==> config.mk <==
export PLATFORM = sky130hd
export DESIGN_NAME = psr_mmu_top
export DESIGN_NICKNAME = d
export VERILOG_FILES = /design/src/rtl/psr_pkg.sv /design/src/rtl/psr_write_guard.sv /design/src/rtl/psr_irq_ctl.sv /design/src/rtl/psr_flag_unit.sv /design/src/rtl/psr_page_map.sv /design/src/rtl/psr_mmu_top.sv
export SDC_FILE = /design/constraint.sdc
export NUM_CORES = 1
export LEC_CHECK = 0
export BUFFER_PORTS_ARGS = -buffer_cell sky130_fd_sc_hd__buf_4
export CELL_PAD_IN_SITES_DETAIL_PLACEMENT = 1
export CELL_PAD_IN_SITES_GLOBAL_PLACEMENT = 2
export CORE_ASPECT_RATIO = 1.75
export CORE_MARGIN = 2
export CORE_UTILIZATION = 14
export CTS_CLUSTER_DIAMETER = 80
export CTS_CLUSTER_SIZE = 20
export DETAILED_ROUTE_END_ITERATION = 8
export PLACE_DENSITY = 0.74
export SYNTH_ARGS = -nofsm -noshare
export SYNTH_HDL_FRONTEND = slang
export SYNTH_SLANG_ARGS = --single-unit
export TNS_END_PERCENT = 1
==> constraint.sdc <==
create_clock -name clk -period 0.85 [get_ports clk]
set_clock_uncertainty 0.15 [all_clocks]
set_input_delay 0 -clock clk [delete_from_list [all_inputs] [get_ports clk]]
set_output_delay 0 -clock clk [all_outputs]
set_load 0.05 [all_outputs]
==> src/rtl/psr_pkg.sv <==
package psr_pkg;

    localparam int WORD_W   = 32;
    localparam int PAGE_W   = 6;
    localparam int LADDR_W  = 20;
    localparam int SEC_W    = 6;
    localparam int PRIO_W   = 3;
    localparam int FLAG_W   = 4;
    localparam int RSVLO_W  = 2;
    localparam int PADDR_W  = PAGE_W + LADDR_W;
    localparam int RSVHI_W  = WORD_W - PAGE_W - SEC_W - FLAG_W - RSVLO_W - 1 - PRIO_W;

    typedef struct packed {
        logic v;
        logic c;
        logic z;
        logic n;
    } alu_flags_t;

    typedef struct packed {
        logic [RSVHI_W-1:0] rsv_hi;
        logic [PAGE_W-1:0]  page;
        logic [SEC_W-1:0]   sec;
        alu_flags_t         flags;
        logic [RSVLO_W-1:0] rsv_lo;
        logic               ien;
        logic [PRIO_W-1:0]  prio;
    } psr_t;

    // Fields owned by privileged software and the interrupt logic
    typedef struct packed {
        logic [PAGE_W-1:0] page;
        logic [SEC_W-1:0]  sec;
        logic              ien;
        logic [PRIO_W-1:0] prio;
    } os_fields_t;

    function automatic os_fields_t os_extract(psr_t s);
        os_fields_t o;
        o.page = s.page;
        o.sec  = s.sec;
        o.ien  = s.ien;
        o.prio = s.prio;
        return o;
    endfunction

    function automatic psr_t psr_compose(os_fields_t o, alu_flags_t f);
        psr_t s;
        s.rsv_hi = '0;
        s.page   = o.page;
        s.sec    = o.sec;
        s.flags  = f;
        s.rsv_lo = '0;
        s.ien    = o.ien;
        s.prio   = o.prio;
        return s;
    endfunction

endpackage

==> src/rtl/psr_write_guard.sv <==
module psr_write_guard
    import psr_pkg::*;
(
    input  logic              priv_i,
    input  logic              sw_we_i,
    input  logic [WORD_W-1:0] sw_wdata_i,
    input  os_fields_t        cur_i,
    output os_fields_t        next_o,
    output logic              viol_o
);
    psr_t wr_view;

    always_comb begin
        wr_view = psr_t'(sw_wdata_i);
        next_o  = cur_i;
        viol_o  = 1'b0;
        if (sw_we_i) begin
            if (priv_i) begin
                next_o = os_extract(wr_view);
            end else begin
                viol_o = 1'b1;
            end
        end
    end
endmodule

==> src/rtl/psr_irq_ctl.sv <==
module psr_irq_ctl
    import psr_pkg::*;
(
    input  os_fields_t        in_i,
    input  logic              int_mask_i,
    input  logic              int_grant_i,
    input  logic [PRIO_W-1:0] int_level_i,
    output os_fields_t        out_o
);
    always_comb begin
        out_o = in_i;
        if (int_grant_i) begin
            out_o.prio = int_level_i;
            out_o.ien  = 1'b1;
        end else if (int_mask_i) begin
            out_o.ien  = 1'b0;
        end
    end
endmodule

==> src/rtl/psr_flag_unit.sv <==
module psr_flag_unit
    import psr_pkg::*;
(
    input  alu_flags_t        cur_i,
    input  logic              alu_we_i,
    input  logic [FLAG_W-1:0] alu_flags_i,
    output alu_flags_t        next_o
);
    always_comb begin
        next_o = alu_we_i ? alu_flags_t'(alu_flags_i) : cur_i;
    end
endmodule

==> src/rtl/psr_page_map.sv <==
module psr_page_map #(
    parameter int PG_W = 6,
    parameter int LA_W = 20,
    localparam int PA_W = PG_W + LA_W
) (
    input  logic [PG_W-1:0] page_i,
    input  logic [LA_W-1:0] laddr_i,
    output logic [PA_W-1:0] paddr_o
);
    always_comb begin
        paddr_o = {page_i, laddr_i};
    end
endmodule

==> src/rtl/psr_mmu_top.sv <==
module psr_mmu_top
    import psr_pkg::*;
(
    input  logic               clk,
    input  logic               rst,
    input  logic               priv_i,
    input  logic               sw_we_i,
    input  logic [WORD_W-1:0]  sw_wdata_i,
    input  logic               alu_we_i,
    input  logic [FLAG_W-1:0]  alu_flags_i,
    input  logic               int_mask_i,
    input  logic               int_grant_i,
    input  logic [PRIO_W-1:0]  int_level_i,
    input  logic [LADDR_W-1:0] log_addr_i,
    output logic [WORD_W-1:0]  status_o,
    output logic [PRIO_W-1:0]  prio_o,
    output logic               ien_o,
    output logic [PADDR_W-1:0] phys_addr_o,
    output logic               viol_o
);
    psr_t       psr_q;
    psr_t       psr_d;
    logic       viol_q;
    logic       viol_d;
    os_fields_t os_sw;
    os_fields_t os_next;
    alu_flags_t flags_next;

    psr_write_guard u_guard (
        .priv_i     (priv_i),
        .sw_we_i    (sw_we_i),
        .sw_wdata_i (sw_wdata_i),
        .cur_i      (os_extract(psr_q)),
        .next_o     (os_sw),
        .viol_o     (viol_d)
    );

    psr_irq_ctl u_irq (
        .in_i        (os_sw),
        .int_mask_i  (int_mask_i),
        .int_grant_i (int_grant_i),
        .int_level_i (int_level_i),
        .out_o       (os_next)
    );

    psr_flag_unit u_flags (
        .cur_i       (psr_q.flags),
        .alu_we_i    (alu_we_i),
        .alu_flags_i (alu_flags_i),
        .next_o      (flags_next)
    );

    always_comb begin
        psr_d = psr_compose(os_next, flags_next);
    end

    always_ff @(posedge clk) begin
        if (rst) begin
            psr_q  <= '0;
            viol_q <= 1'b0;
        end else begin
            psr_q  <= psr_d;
            viol_q <= viol_d;
        end
    end

    psr_page_map #(
        .PG_W (PAGE_W),
        .LA_W (LADDR_W)
    ) u_map (
        .page_i  (psr_q.page),
        .laddr_i (log_addr_i),
        .paddr_o (phys_addr_o)
    );

    assign status_o = psr_q;
    assign prio_o   = psr_q.prio;
    assign ien_o    = psr_q.ien;
    assign viol_o   = viol_q;
endmodule

After elaboration in Yosys (flattened, before gate mapping). Index checks and enable logic that the tools add are counted.

Word-level logic and storage cells: 26. Output and inout port bits: 63. Register bits after elaboration: 33. Bits of input ports: 66.

Muxes and demuxes: 6. Bitwise gates (word level): 1. Reduce and logical (&&, ||, !) cells: 8.

Operators with widths (number): 4-bit two-way mux (2); 2-bit AND reduction (3); 3-bit nonzero test (2); 2-bit nonzero test (2); 1-bit two-way mux (3); 3-bit two-way mux (1); 2-bit OR reduction (1); 1-bit NOT (1).

Longest topological paths before layout. Gate-level depths: netlist of run 1.

Depth after elaboration: 4. Depth in mapped cells: 4. Depth with buffers taken out: 3.

By module. Synthesis of run 1 repeated with hierarchy kept, for this count alone.

Cells, all modules: 127. Area, all modules: 1368.8 um^2.

By module, submodules not included: psr_mmu_top (instances 1, area each 748.2 um^2, cells an instance 61); psr_write_guard (instances 1, area each 244.0 um^2, cells an instance 19); psr_page_map (instances 1, area each 195.2 um^2, cells an instance 26); psr_irq_ctl (instances 1, area each 136.4 um^2, cells an instance 17); psr_flag_unit (instances 1, area each 45.0 um^2, cells an instance 4).

Worst setup path after synthesis of run 1. No wires, ideal clock.

Path type: register to register. Start point: register prio_o[0] (netlist name). End point: register psr_q (netlist bit prio_o[0]). Clock period less this slack: 1147 ps. Required time: 622 ps. Cell stages (with the launch flop): 3. Data arrival time: 919 ps. Buffers on the path: 0. Library setup time: 78 ps. Path slack: -297 ps. Cell sequence: dfxtp_1 > a211oi_1 > nor3_1.

RTL lines: end signal: assignment (RTL line psr_mmu_top.sv:62) `psr_q <= psr_d;`; end: declaration (RTL line psr_mmu_top.sv:21) `psr_t psr_q;`.

Worst setup path after layout of run 1.
Start point: register psr_q (netlist bit prio_o[2]). End point: output prio_o[2].

RTL lines: end: declaration (RTL line psr_mmu_top.sv:16) `output logic [PRIO_W-1:0] prio_o,`.

No word-level cell between the ends.

==> metrics.csv, run 1 <==
metric;value;unit
whs;-0.1931;ns
period_needed;1.012;ns
start_util;14.55;%
fin_nets;266;
path_clk_slew;0.06;ns
routed_via_density;3.675;
drv_slew;0;
cts_sinks;21;
cp-startpoint;prio_o[2]$_SDFFE_PP0P_;
drc;1;
grt_pass1_vias;1085;
gp_congestion;0.6186;
avgRoutedWirePerCell;12.74;um
layout_setup_ws;-0.1616;ns
syn_avg_cell_area;8.777;sq um
cp-end-kind;output port;
rows;43;
area.growth.synth_to_final;86.72;%
crit_fanout;2;
synth_fa_ha_area_share;0;%
syn_inst;132;
fmax;0.9885;GHz
maxCapViolations;0;
r2r_end;ien_o$_SDFFE_PP0P_;
yosysWarnings;0;
routed_wl;3682;um
synth-seq-cells;21;
regToRegSetupSlack;-0.03;ns
detailedPlacementHpwl;2599;um
muxShareOfSynthArea;3.456;%
synth.largest_area_cell;dfxtp_1;
r2r_cells;2;
hold_class;input port to flip-flop;
crit_type;flip-flop to output port;
num_antenna_cells;0;
rsz0062_at_grt;yes;
clkLatencyLatePin;0.25;ns
synthArstFlopShare;0;%
violations;design-rule violations, negative hold slack, negative setup slack;
hold_violations;21;
grt_usage;7.925;%
cts-buffers-inserted;3;
dp_worst_setup_slack;-0.07201;ns
r2r_start;ien_o$_SDFFE_PP0P_;
cts_tree;yes;
worstMarginPinSlew;0.5345;ns
synth_edf_count;0;
status;finished, violations left;
root_buffer;clkbuf_16;
yosys.area_share.simple;17.82;%
multiInputGateArea;437.9;sq um
vias;1062;
worstPathRequired;0.70;ns
synth_xor_area_share;0;%
drtAntennaViolNets;0;
start_kind;flip-flop;
yosysSeqAreaShare;36.29;%
die_h;124.3;um
cts_hold_buf;33;
synth_most_common_cell;buf_4;
min_period_over_period;119.0;%
synth_compound_area_share;11.12;%
synth_top_family_by_area;buffers and inverters;
setup_violations;34;
clock_path_buffers;2;
syn_area;1159;sq um
ios;129;
postCtsSetupBuffers;0;
cp.arrival;0.86;ns
endpoint;prio_o[2];
num-fill-cells;889;
synth_cell_types;21;
firstDrtPassIters;5;
ys_top_cells_by_count;buf_4, dfxtp_1, nand2_1, a21oi_2, nor2_1;
slew_headroom;64.52;%
p_leak;1.087;nW
first_iter_violations;29;
layout-drive-gt1-share;56.78;%
peakVddDrop;0.6401;mV
grt_first_pass_wirelength;5492;um
fp.dieW;72.77;um
dieArea;9048;sq um
coreArea;7963;sq um
overflow;0;
synth.area.top_cells;dfxtp_1, buf_4, a21oi_2;
cellPowerDensity;1549;nW/um^2
yosysTopAreaCellShare;36.29;%
yosys_most_used_dff;dfxtp_1;
grt_max_degree;22;
cts_max_level;1;
antenna_found_initial;0;
regArea;459.2;sq um
port_buffers;60;
stage by stage:
| stage | setup TNS, ns | instance area, sq um | util [%] | power [W] | instances |
|---|---|---|---|---|---|
| 3_5_place_dp | -0.5825 | 1490 | 18.71 | 0.001924 | 252 |
| 4_1_cts | -6.084 | 2093 | 26.29 | 0.003408 | 289 |
| 5_1_grt | -3.603 | 2163 | 27.17 | 0.003520 | 289 |
| 6_report | -2.531 | 2163 | 27.17 | 0.003351 | 289 |
| 2_1_floorplan | -1.210 | 1237 | - | 0.001963 | 143 |
| 3_3_place_gp | -0.3053 | 1490 | 18.71 | 0.001914 | 252 |
layout by cell type (no fill, tap or decap), types with 2 or more instances in the layout:
master and n:
dfxtp_4 5, buf_4 31, a211oi_2 3, conb_1 12
buf_8 17, a21oi_1 2, a21oi_2 10, dlygate4sd3_1 13
nor2b_1 3, dlymetal6s4s_1 20, mux2i_1 4, nand2_2 5
nor2_1 5, clkbuf_16 3, dfxtp_2 16, nor3_1 3
and3_2 3, nand2_1 20, buf_6 18
per-layer routing:
metal	vias up	global-route usage [%]	wire length, um
li1	508	-	-
met1	467	8.408	1296
met2	85	14.55	2002
met3	2	1.618	344
met4	0	3.268	38
met5	-	0	0
critical path: stages (launching register included):
cell	delay, ns
dfxtp_4	0.35
buf_6	0.12
buf_8	0.14
worst min path at each step:
stage                   startpoint                endpoint  slack [ns]  cells after the start
floorplan                      rst  prio_o[0]$_SDFFE_PP0P_       -0.08                      1
global placement    log_addr_i[15]         phys_addr_o[15]       -0.15                      0
detailed placement  log_addr_i[15]         phys_addr_o[15]       -0.15                      0
CTS                         priv_i       viol_o$_SDFF_PP0_       -0.20                      2
global route                priv_i       viol_o$_SDFF_PP0_       -0.19                      2
finish                      priv_i       viol_o$_SDFF_PP0_       -0.19                      2
cell families after synthesis:
kind of cell,Yosys count
AO/OA/AOI/OAI,16
buffers and inverters,48
flip-flops,21
multiplexers,4
other,1
AND/OR/NAND/NOR,42
where the power goes:
| group | leakage (nW) | switching, W | internal, W |
|---|---|---|---|
| logic | 0.867 | 0.000777 | 0.000478 |
| registers | 0.182 | 0.0000486 | 0.00104 |
| clock network | 0.0382 | 0.000367 | 0.000639 |
what timing repair did:
item	CTS	global route
endpoints found under the setup margin	35	57
resized for setup	52	25
gates cloned	0	0
endpoints found under the hold margin	41	16
sequential cells by signal (all words and copies together), names as in the netlist:
register	cells
viol_o	1
status_o	16
prio_o	3
ien_o	1
layout make-up:
class	count	share of cell area (%)
well taps	90	5.205
clock buffers	4	3.644
multi-input cells	74	20.24
inverters	1	0.1735
repair buffers	99	49.51
flip-flops and latches	21	21.23
Note: power is estimated with default switching activity, not from simulation.
==> run 2: changes to the inputs <==
--- a/config.mk
+++ b/config.mk
@@ -15,6 +15,7 @@
 export CTS_CLUSTER_SIZE = 20
 export DETAILED_ROUTE_END_ITERATION = 8
 export PLACE_DENSITY = 0.74
+export REMOVE_ABC_BUFFERS = 1
 export SYNTH_ARGS = -nofsm -noshare
 export SYNTH_HDL_FRONTEND = slang
 export SYNTH_SLANG_ARGS = --single-unit
==> metrics.csv, run 2 (same netlist as run 1, synthesis figures left out) <==
metric;value;unit;change
layout-drive-gt1-share;55.33;%;was 56.78%
stdcell_area;2047;sq um;was 2163 sq um
coreArea;7963;sq um;unchanged
clock_path_buffers;2;;unchanged
p_total;0.003306;W;was 0.003351 W
worstMarginPinSlew;0.5322;ns;was 0.5345 ns
detailedPlacementHpwl;2875;um;was 2599 um
grt_pass1_vias;1085;;unchanged
slew_headroom;64.40;%;was 64.52%
placed_cell_area;1453;sq um;was 1490 sq um
place_inst;252;;unchanged
grt_usage;8.469;%;was 7.925%
dieArea;9048;sq um;unchanged
cp_num_cells;1;;was 2
fin_cells;287;;was 289
routed_via_density;3.725;;was 3.675
hold_start;priv_i;;unchanged
drc;0;;was 1
port_buffers;60;;unchanged
cts_tree;yes;;unchanged
rows;43;;unchanged
overflow;0;;unchanged
endpoint;phys_addr_o[14];;was prio_o[2]
cts_max_level;1;;unchanged
drtAntennaViolNets;0;;unchanged
final_cell_mix;buf_4, dlygate4sd3_1, nand2_1;;was buf_4, nand2_1, dlymetal6s4s_1
ios;129;;unchanged
rsz0062_at_grt;yes;;unchanged
clkLatencyLatePin;0.25;ns;about the same
maxCapViolations;0;;unchanged
r2r_cells;3;;was 2
drv_slew;0;;unchanged
firstDrtPassIters;2;;was 5
r2r_start;prio_o[0]$_SDFFE_PP0P_;;was ien_o$_SDFFE_PP0P_
gp_congestion;0.6527;;was 0.6186
layout_setup_ws;-0.1748;ns;was -0.1616 ns
first_iter_violations;23;;was 29
cpPeakStageDelay;0.87;ns;was 0.35 ns
fmax;0.9758;GHz;was 0.9885 GHz
crit_fanout;1;;was 2
cts_sinks;21;;unchanged
cp.arrival;0.87;ns;was 0.86 ns
largest_register_ffs;16;;unchanged
crit_slowest_cell;dlygate4sd3_1;;was dfxtp_4
period_needed;1.025;ns;was 1.012 ns
avgRoutedWirePerCell;14.23;um;was 12.74 um
crit_family;buffers and inverters;;was flip-flops
hold_violations;25;;was 21
path_clk_slew;0.06;ns;about the same
regToRegSetupSlack;-0.10;ns;was -0.03 ns
p_leak;0.9019;nW;was 1.087 nW
violations;negative hold slack, negative setup slack;;was design-rule violations, negative hold slack, negative setup slack
cts-buffers-inserted;3;;unchanged
r2r_end;prio_o[0]$_SDFFE_PP0P_;;was ien_o$_SDFFE_PP0P_
grt_max_degree;22;;unchanged
root_buffer;clkbuf_16;;unchanged
start_util;14.55;%;unchanged
whs;-0.1862;ns;was -0.1931 ns
min_period_over_period;120.6;%;was 119.0%
cp-startpoint;log_addr_i[14];;was prio_o[2]$_SDFFE_PP0P_
area.growth.synth_to_final;76.67;%;was 86.72%
antenna_found_initial;0;;unchanged
worstPathCellList;dlygate4sd3_1;;was buf_6 > buf_8
vias;1069;;was 1062
grt_first_pass_wirelength;5823;um;was 5492 um
routed_wl;4083;um;was 3682 um
setup_violations;50;;was 34
peakVddDrop;0.5905;mV;was 0.6401 mV
start_kind;input port;;was flip-flop
worstPathRequired;0.70;ns;about the same
crit_type;input port to output port;;was flip-flop to output port
fp.dieW;72.77;um;unchanged
final_common_cell;buf_4;;unchanged
cp-end-kind;output port;;unchanged
hold_class;input port to flip-flop;;unchanged
status;finished, violations left;;unchanged
cellPowerDensity;1615;nW/um^2;was 1549 nW/um^2
fin_nets;264;;was 266
num_antenna_cells;0;;unchanged
die_h;124.3;um;unchanged
worstPathBufferInverterCount;1;;was 2
==> run 2: cell count changes in the layout (fill, tap and decap cells not counted), moves of 2 or more <==
cell            previous run  this run
dlygate4sd3_1             13        29
dfxtp_2                   16        18
dfxtp_1                    0         3
dfxtp_4                    5         0
buf_6                     18        10
dlymetal6s4s_1            20         1
buf_4                     31        39
==> run 2: area by class of cell <==
| cell class | count | area (sq um) |
|---|---|---|
| inverters | 1 | 3.754 |
| multi-input cells | 74 | 430.4 |
| well taps | 90 | 112.6 |
| clock buffers | 4 | 78.83 |
| fillers | 922 | 5916 |
| repair buffers | 97 | 978.4 |
| flip-flops and latches | 21 | 442.9 |
==> run 2: stage by stage <==
step	worst slack [ns]	hold WS (ns)	util, %	TNS [ns]
3_3_place_gp	-0.06948	-0.1495	18.24	-0.3554
4_1_cts	-0.1458	-0.1918	23.57	-3.322
6_report	-0.1748	-0.1862	25.71	-5.263
3_5_place_dp	-0.07341	-0.1495	18.24	-0.5354
2_1_floorplan	-0.6380	-0.1500	-	-12.58
5_1_grt	-0.1783	-0.1844	25.71	-6.467
==> run 2: timing repair <==
action / 4_1_cts / 5_1_grt
gates cloned: 0 / 0
setup buffers: 1 / 0
setup endpoints to repair: 35 / 35
hold buffers: 15 / 15
hold endpoints to repair: 41 / 33
gates resized for setup: 61 / 6
==> run 2: worst min-delay path by stage <==
stage                   endpoint  cells after the start
4_1_cts        viol_o$_SDFF_PP0_                      2
3_3_place_gp     phys_addr_o[18]                      0
2_1_floorplan     phys_addr_o[0]                      0
6_report       viol_o$_SDFF_PP0_                      2
5_1_grt        viol_o$_SDFF_PP0_                      2
3_5_place_dp     phys_addr_o[18]                      0
==> run 2: power breakdown <==
part	switching [W]	internal (W)	total, W
Clock	0.000392	0.000640	0.00103
Combinational	0.000734	0.000449	0.00118
Sequential	0.0000439	0.00105	0.00109
==> run 2: per-layer routing <==
layer | routed length (um) | global-route usage (%) | up-vias
li1 | - | - | 503
met1 | 1612 | 9.333 | 511
met2 | 2152 | 13.64 | 53
met3 | 294 | 4.773 | 2
met4 | 24 | 2.505 | 0
met5 | 0 | 0 | -
